[src/rtl/sb_pkg.sv]
package sb_pkg;
  localparam int SB_NFU   = 4;
  localparam int SB_NSPEC = 2;
  localparam int SB_NREG  = 16;
endpackage

[src/rtl/sb_spec_lines.sv]
module sb_spec_lines #(
  parameter int NSPEC = 2
) (
  input  logic             clk,
  input  logic             rst_n,
  input  logic [NSPEC-1:0] open_i,
  input  logic [NSPEC-1:0] pass_i,
  input  logic [NSPEC-1:0] kill_i,
  output logic [NSPEC-1:0] live_o
);
  always_ff @(posedge clk) begin
    if (!rst_n) live_o <= '0;
    else        live_o <= (live_o | open_i) & ~(pass_i | kill_i);
  end

  for (genvar k = 0; k < NSPEC; k++) begin : g_chk
    AST_LINE_CLOSED: assert property (@(posedge clk) disable iff (!rst_n)
      (pass_i[k] || kill_i[k]) |=> !live_o[k]);
  end
endmodule

[src/rtl/sb_hazard_scan.sv]
module sb_hazard_scan #(
  parameter int NFU  = 4,
  parameter int NREG = 16,
  localparam int FUW = $clog2(NFU)
) (
  input  logic [NFU-1:0]           busy_i,
  input  logic [NFU-1:0]           rd_pend_i,
  input  logic [NFU-1:0]           go_rd_i,
  input  logic [NFU-1:0]           go_wr_i,
  input  logic [NFU-1:0]           kill_i,
  input  logic [NFU-1:0][NREG-1:0] dst_oh_i,
  input  logic [NFU-1:0][NREG-1:0] src_oh_i,
  input  logic [FUW-1:0]           new_unit_i,
  input  logic [NREG-1:0]          new_dst_oh_i,
  input  logic [NREG-1:0]          new_src_oh_i,
  output logic                     ready_o,
  output logic [NFU-1:0]           raw_row_o,
  output logic [NFU-1:0]           war_row_o
);
  logic [NFU-1:0] waw_hit;

  always_comb begin
    for (int j = 0; j < NFU; j++) begin
      waw_hit[j]   = busy_i[j] & (|(dst_oh_i[j] & new_dst_oh_i));
      raw_row_o[j] = busy_i[j] & ~go_wr_i[j] & ~kill_i[j]
                     & (|(dst_oh_i[j] & new_src_oh_i));
      war_row_o[j] = rd_pend_i[j] & ~go_rd_i[j] & ~kill_i[j]
                     & (|(src_oh_i[j] & new_dst_oh_i));
    end
    ready_o = ~busy_i[new_unit_i] & ~(|waw_hit);
  end
endmodule

[src/rtl/sb_fu_row.sv]
module sb_fu_row #(
  parameter int NFU   = 4,
  parameter int NSPEC = 2,
  parameter int NREG  = 16
) (
  input  logic             clk,
  input  logic             rst_n,
  input  logic             load_i,
  input  logic [NREG-1:0]  load_dst_oh_i,
  input  logic [NREG-1:0]  load_src_oh_i,
  input  logic [NFU-1:0]   load_raw_i,
  input  logic [NFU-1:0]   load_war_i,
  input  logic [NSPEC-1:0] load_shadow_i,
  input  logic [NFU-1:0]   clr_raw_i,
  input  logic [NFU-1:0]   clr_war_i,
  input  logic [NSPEC-1:0] spec_pass_i,
  input  logic [NSPEC-1:0] spec_kill_i,
  input  logic             exc_hold_i,
  input  logic             wr_req_i,
  output logic             busy_o,
  output logic             rd_pend_o,
  output logic             go_rd_o,
  output logic             go_wr_o,
  output logic             kill_o,
  output logic [NREG-1:0]  dst_oh_o,
  output logic [NREG-1:0]  src_oh_o
);
  logic             rd_done;
  logic [NFU-1:0]   raw_q, war_q;
  logic [NSPEC-1:0] shadow_q;

  assign kill_o    = busy_o & (|(shadow_q & spec_kill_i));
  assign rd_pend_o = busy_o & ~rd_done;
  assign go_rd_o   = rd_pend_o & ~(|raw_q) & ~kill_o;
  assign go_wr_o   = busy_o & rd_done & wr_req_i & ~(|shadow_q)
                     & ~exc_hold_i & ~(|war_q) & ~kill_o;

  always_ff @(posedge clk) begin
    if (!rst_n) begin
      busy_o   <= 1'b0;
      rd_done  <= 1'b0;
      raw_q    <= '0;
      war_q    <= '0;
      shadow_q <= '0;
      dst_oh_o <= '0;
      src_oh_o <= '0;
    end else if (load_i) begin
      busy_o   <= 1'b1;
      rd_done  <= 1'b0;
      raw_q    <= load_raw_i;
      war_q    <= load_war_i;
      shadow_q <= load_shadow_i;
      dst_oh_o <= load_dst_oh_i;
      src_oh_o <= load_src_oh_i;
    end else begin
      if (go_wr_o || kill_o) busy_o <= 1'b0;
      if (go_rd_o) rd_done <= 1'b1;
      raw_q    <= raw_q & ~clr_raw_i;
      war_q    <= war_q & ~clr_war_i;
      shadow_q <= shadow_q & ~spec_pass_i;
    end
  end

  AST_BUSY_AFTER_LOAD: assert property (@(posedge clk) disable iff (!rst_n)
    load_i |=> busy_o);
  AST_READ_ONCE: assert property (@(posedge clk) disable iff (!rst_n)
    go_rd_o |=> !go_rd_o);
  AST_FREE_AFTER_WRITE: assert property (@(posedge clk) disable iff (!rst_n)
    go_wr_o |=> !busy_o);
  AST_FREE_AFTER_KILL: assert property (@(posedge clk) disable iff (!rst_n)
    kill_o |=> !busy_o);
endmodule

[src/rtl/fu_dep_scoreboard.sv]
module fu_dep_scoreboard #(
  parameter int NFU   = sb_pkg::SB_NFU,
  parameter int NSPEC = sb_pkg::SB_NSPEC,
  parameter int NREG  = sb_pkg::SB_NREG,
  localparam int FUW  = $clog2(NFU),
  localparam int RW   = $clog2(NREG)
) (
  input  logic             clk,
  input  logic             rst_n,
  input  logic             iss_valid,
  input  logic [FUW-1:0]   iss_unit,
  input  logic [RW-1:0]    iss_dst,
  input  logic [RW-1:0]    iss_srca,
  input  logic [RW-1:0]    iss_srcb,
  output logic             iss_ready,
  input  logic [NSPEC-1:0] spec_open,
  input  logic [NSPEC-1:0] spec_pass,
  input  logic [NSPEC-1:0] spec_kill,
  input  logic [NFU-1:0]   exc_hold,
  input  logic [NFU-1:0]   wr_req,
  output logic [NFU-1:0]   go_read,
  output logic [NFU-1:0]   go_write,
  output logic [NFU-1:0]   unit_busy,
  output logic [NSPEC-1:0] spec_live
);
  localparam logic [NREG-1:0] ONE_REG = NREG'(1);

  logic [NREG-1:0]           new_dst_oh, new_src_oh;
  logic [NFU-1:0]            rd_pend, kill, raw_row, war_row, clr_raw, clr_war;
  logic [NFU-1:0][NREG-1:0]  dst_oh, src_oh;
  logic [NSPEC-1:0]          new_shadow;
  logic                      iss_fire;

  assign new_dst_oh = ONE_REG << iss_dst;
  assign new_src_oh = (ONE_REG << iss_srca) | (ONE_REG << iss_srcb);
  assign iss_fire   = iss_valid & iss_ready;
  assign new_shadow = spec_live & ~spec_pass & ~spec_kill;
  assign clr_raw    = go_write | kill;
  assign clr_war    = go_read | kill;

  sb_spec_lines #(.NSPEC(NSPEC)) u_spec (
    .clk(clk), .rst_n(rst_n), .open_i(spec_open), .pass_i(spec_pass),
    .kill_i(spec_kill), .live_o(spec_live)
  );

  sb_hazard_scan #(.NFU(NFU), .NREG(NREG)) u_scan (
    .busy_i(unit_busy), .rd_pend_i(rd_pend), .go_rd_i(go_read),
    .go_wr_i(go_write), .kill_i(kill), .dst_oh_i(dst_oh), .src_oh_i(src_oh),
    .new_unit_i(iss_unit), .new_dst_oh_i(new_dst_oh),
    .new_src_oh_i(new_src_oh), .ready_o(iss_ready),
    .raw_row_o(raw_row), .war_row_o(war_row)
  );

  for (genvar i = 0; i < NFU; i++) begin : g_row
    sb_fu_row #(.NFU(NFU), .NSPEC(NSPEC), .NREG(NREG)) u_row (
      .clk(clk), .rst_n(rst_n),
      .load_i(iss_fire && (iss_unit == FUW'(i))),
      .load_dst_oh_i(new_dst_oh), .load_src_oh_i(new_src_oh),
      .load_raw_i(raw_row), .load_war_i(war_row), .load_shadow_i(new_shadow),
      .clr_raw_i(clr_raw), .clr_war_i(clr_war),
      .spec_pass_i(spec_pass), .spec_kill_i(spec_kill),
      .exc_hold_i(exc_hold[i]), .wr_req_i(wr_req[i]),
      .busy_o(unit_busy[i]), .rd_pend_o(rd_pend[i]), .go_rd_o(go_read[i]),
      .go_wr_o(go_write[i]), .kill_o(kill[i]),
      .dst_oh_o(dst_oh[i]), .src_oh_o(src_oh[i])
    );
    for (genvar j = i + 1; j < NFU; j++) begin : g_pair
      AST_NO_SHARED_DEST: assert property (@(posedge clk) disable iff (!rst_n)
        (unit_busy[i] && unit_busy[j]) |-> ((dst_oh[i] & dst_oh[j]) == '0));
    end
  end
endmodule

[config.mk]
export PLATFORM = sky130hd
export DESIGN_NAME = fu_dep_scoreboard
export DESIGN_NICKNAME = d
export VERILOG_FILES = /design/src/rtl/sb_pkg.sv /design/src/rtl/sb_spec_lines.sv /design/src/rtl/sb_hazard_scan.sv /design/src/rtl/sb_fu_row.sv /design/src/rtl/fu_dep_scoreboard.sv
export SDC_FILE = /design/constraint.sdc
export NUM_CORES = 1
export LEC_CHECK = 0
export ABC_CLOCK_PERIOD_IN_PS = 2800
export BUFFER_PORTS_ARGS = -buffer_cell sky130_fd_sc_hd__buf_2
export CORE_AREA = 2 2 155 157
export DETAILED_ROUTE_END_ITERATION = 10
export DIE_AREA = 0 0 157 159
export MAX_ROUTING_LAYER = met4
export PLACE_DENSITY = 0.61
export SLEW_MARGIN = 10
export SYNTH_ARGS = -nofsm -noshare
export SYNTH_HDL_FRONTEND = slang
export SYNTH_SLANG_ARGS = --single-unit
[constraint.sdc]
create_clock -name clk -period 2.8 [get_ports clk]
set_clock_uncertainty 0.1 [all_clocks]
set_input_delay 0.14 -clock clk [delete_from_list [all_inputs] [get_ports clk]]
set_output_delay 0.14 -clock clk [all_outputs]
set_load 0.01 [all_outputs]
==> results.cfg <==
[run_status]
status = completed

[timing]
fin_crit_ns = 2.70
worst_slew_pin_slew_ns = 0.974
whs_ns = 0.0733
fmax_ghz = 0.371
rsz0062_at_grt = false
fin_crit_sh_pct = 96.4
final-max-slew-violation-count = 0
final_hold_viol_count = 0
relSlewSlack_pct = 35.1
setup_violations = 0
layout_setup_ws_ns = 0.101

[route]
dr_total_vias = 7599
ant_nets = 0
wl_per_cell_um = 20.8
totalWireLength_mm = 28.1
drt_iter0_drc = 946
drcViolationCount = 0
dr.pass1.iters = 5
via_per_inst = 5.61

[setup_path]
r2r-end = g_row[0].u_row.war_q[0]$_SDFF_PN0_
arrival_ns = 2.90
r2r_cells = 7
cp-end-kind = flop
critPathSlowestCell = mux4_2
r2r-start = g_row[2].u_row.dst_oh_o[15]$_SDFFE_PN0P_
cpPeakStageDelay_ns = 0.46
critPathTopFamily = simple AND/OR/NAND/NOR gates
worstPathMaxFanout = 9
worst-path-buf-inv = 1
worstPathCellList = mux4_2 > and2_1 > o41ai_1 > and4_2 > nand3_2 > buf_4 > nor3b_1
worstPathRequired_ns = 3.00
reg2reg_setup_slack_ns = 0.10
crit_type = flop to flop
critPathLaunchType = flop

[yosys]
synth_area_per_cell_um2 = 9.22
yosysUniqueCellTypes = 64
syn_nets = 981
dominantRegCellSynth = dfxtp_1
ys.warnings.count = 0
ys_seq_elements = 178
synth_cells = 950
async_reset_ff_share_pct = 0
syn_area_mm2 = 0.00875
ys_seq_area_share_pct = 40.7
synth_edf_count = 0

[hold_path]
hp-class = input port to flop
worst_hold_path.endpoint = g_row[3].u_row.rd_done$_SDFFE_PP0P_
holdPathStages = 2
min_from = rst_n

[power_and_ir_drop]
p_leak_nw = 4.72
powerDensity_mw_per_mm2 = 535
ir_worst_vdd_uv = 388

[final_layout]
layout_common_cells = 218 x nand2_1, 178 x dfxtp_1, 165 x mux2i_1
nets = 1053
syn_to_final_growth_pct = 16.5
drive_above_1_share_pct = 16.2
final_common_cell = nand2_1

[placed_design]
numPortBuffers = 45
globalplace.congestion = 0.955
dp_slack_ns = -0.0803
hpwlAfterDp_mm = 20.6

[die]
die_x_um = 157
rows = 56
fp.dieH_um = 159
start_util_pct = 37.7
core-area_mm2 = 0.0232
die_area_mm2 = 0.0250
io_pins = 46

[clock_network]
clk_latency_ns = 0.43
clk_pin_slew_ns = 0.07
htreeDepth = 4
clockBufferDepth = 2
cts.sink_count = 178
tritoncts = done
cts_setup_buffers = 0
cts_made_buffers = 17
cts_root_buffer = clkbuf_16

[grt]
grt_pass1_vias = 7045
grt_pass1_wl_mm = 42.5
antenna_found_initial = 0
grt.overflow.total = 0
grt_use_total_pct = 23.0
grt_max_degree = 90

[job]
drv_cap = 0
worst max-delay path by stage:
| stage | startpoint | endpoint | slack, ns | depth (start not counted) |
|---|---|---|---|---|
| finish | g_row[2].u_row.dst_oh_o[15]$_SDFFE_PN0P_ | g_row[0].u_row.war_q[0]$_SDFF_PN0_ | 0.10 | 7 |
| global route | g_row[2].u_row.dst_oh_o[15]$_SDFFE_PN0P_ | g_row[0].u_row.war_q[0]$_SDFF_PN0_ | 0.02 | 7 |
| CTS | g_row[2].u_row.dst_oh_o[15]$_SDFFE_PN0P_ | g_row[0].u_row.war_q[0]$_SDFF_PN0_ | 0.06 | 7 |
| detailed placement | iss_dst[1] | g_row[0].u_row.war_q[0]$_SDFF_PN0_ | -0.08 | 9 |
| global placement | iss_dst[1] | g_row[0].u_row.war_q[0]$_SDFF_PN0_ | -0.04 | 9 |
| floorplan | g_row[2].u_row.dst_oh_o[15]$_SDFFE_PN0P_ | g_row[1].u_row.war_q[1]$_SDFF_PN0_ | 0.48 | 9 |
through the flow:
stage	power, mW	util (%)	instances	TNS, ns	area (um^2)
floorplan	2.95	-	950	0	8750
global placement	3.15	41.2	1315	-0.0718	9560
detailed placement	3.15	41.2	1315	-0.618	9560
CTS	5.47	44.0	1353	0	10200
global route	5.62	44.0	1353	0	10200
finish	5.46	44.0	1354	0	10200
flip-flops by register name (all words and copies together), names as in the netlist:
name	count
g_row.u_row.src_oh_o	64
g_row.u_row.raw_q	16
g_row.u_row.dst_oh_o	64
u_spec.live_o	2
g_row.u_row.shadow_q	8
g_row.u_row.rd_done	4
g_row.u_row.war_q	16
g_row.u_row.busy_o	4
timing repair:
action,4_1_cts,5_1_grt
resized for setup,0,1
hold buffers,7,0
setup endpoints to repair,0,18
endpoints found under the hold margin,10,0
Yosys cell counts (all sizes together) (4+ instances only):
| cell | count | area [um^2] |
|---|---|---|
| or2 | 5 | 31.3 |
| buf | 50 | 414 |
| clkbuf | 22 | 82.6 |
| o22ai | 23 | 144 |
| nand3 | 19 | 95.1 |
| and4 | 5 | 43.8 |
| o211a | 4 | 40.0 |
| nor4 | 15 | 93.8 |
| a22oi | 46 | 345 |
| nor2b | 10 | 62.6 |
| and3 | 18 | 113 |
| nor2 | 27 | 101 |
| nand2 | 218 | 818 |
| mux2 | 17 | 195 |
| a21oi | 11 | 55.1 |
| inv | 6 | 22.5 |
| nor3 | 9 | 45.0 |
| o21ai | 6 | 30.0 |
| a222oi | 4 | 40.0 |
| nand4 | 6 | 37.5 |
| nand3b | 12 | 90.1 |
| nor3b | 7 | 52.6 |
| mux2i | 165 | 1650 |
| and2 | 4 | 25.0 |
| dfxtp | 178 | 3560 |
| nand2b | 15 | 93.8 |
kinds of logic after synthesis:
group | synth area share, %
AO/OA/AOI/OAI | 11.3
AND/OR/NAND/NOR | 20.7
flip-flops | 40.7
multiplexers | 21.4
buffers and inverters | 5.93
worst register-to-register path, delay by kind of cell, from the launching register on:
kind | cells | cell delay [ns]
AND/OR/NAND/NOR | 4 | 1.01
multiplexers | 1 | 0.46
AO/OA/AOI/OAI | 1 | 0.39
flip-flops | 1 | 0.33
buffers and inverters | 1 | 0.30
final cells by class:
type | instances | area (um^2)
clock inverters | 13 | 128
well taps | 319 | 399
clock buffers | 18 | 439
diodes | 1 | 2.50
multi-input cells | 694 | 4680
flip-flops and latches | 178 | 3560
inverters | 6 | 22.5
fillers | 2254 | 13000
repair buffers | 125 | 971
power by group:
part           switching (mW)  total (mW)  internal, mW
Combinational           0.334       0.539         0.205
Sequential             0.0187        2.57          2.55
Clock                    1.08        2.35          1.26
Total                    1.43        5.46          4.02
metal layers:
metal / global-route usage, % / up-vias / part of all wire [%]
met5: - / - / 0
met4: 8.30 / 0 / 3.0
met3: 4.71 / 62 / 7.7
met2: 33.1 / 326 / 44
met1: 31.8 / 3648 / 45
li1: - / 3563 / -
Power figures use the tool's default switching activity.
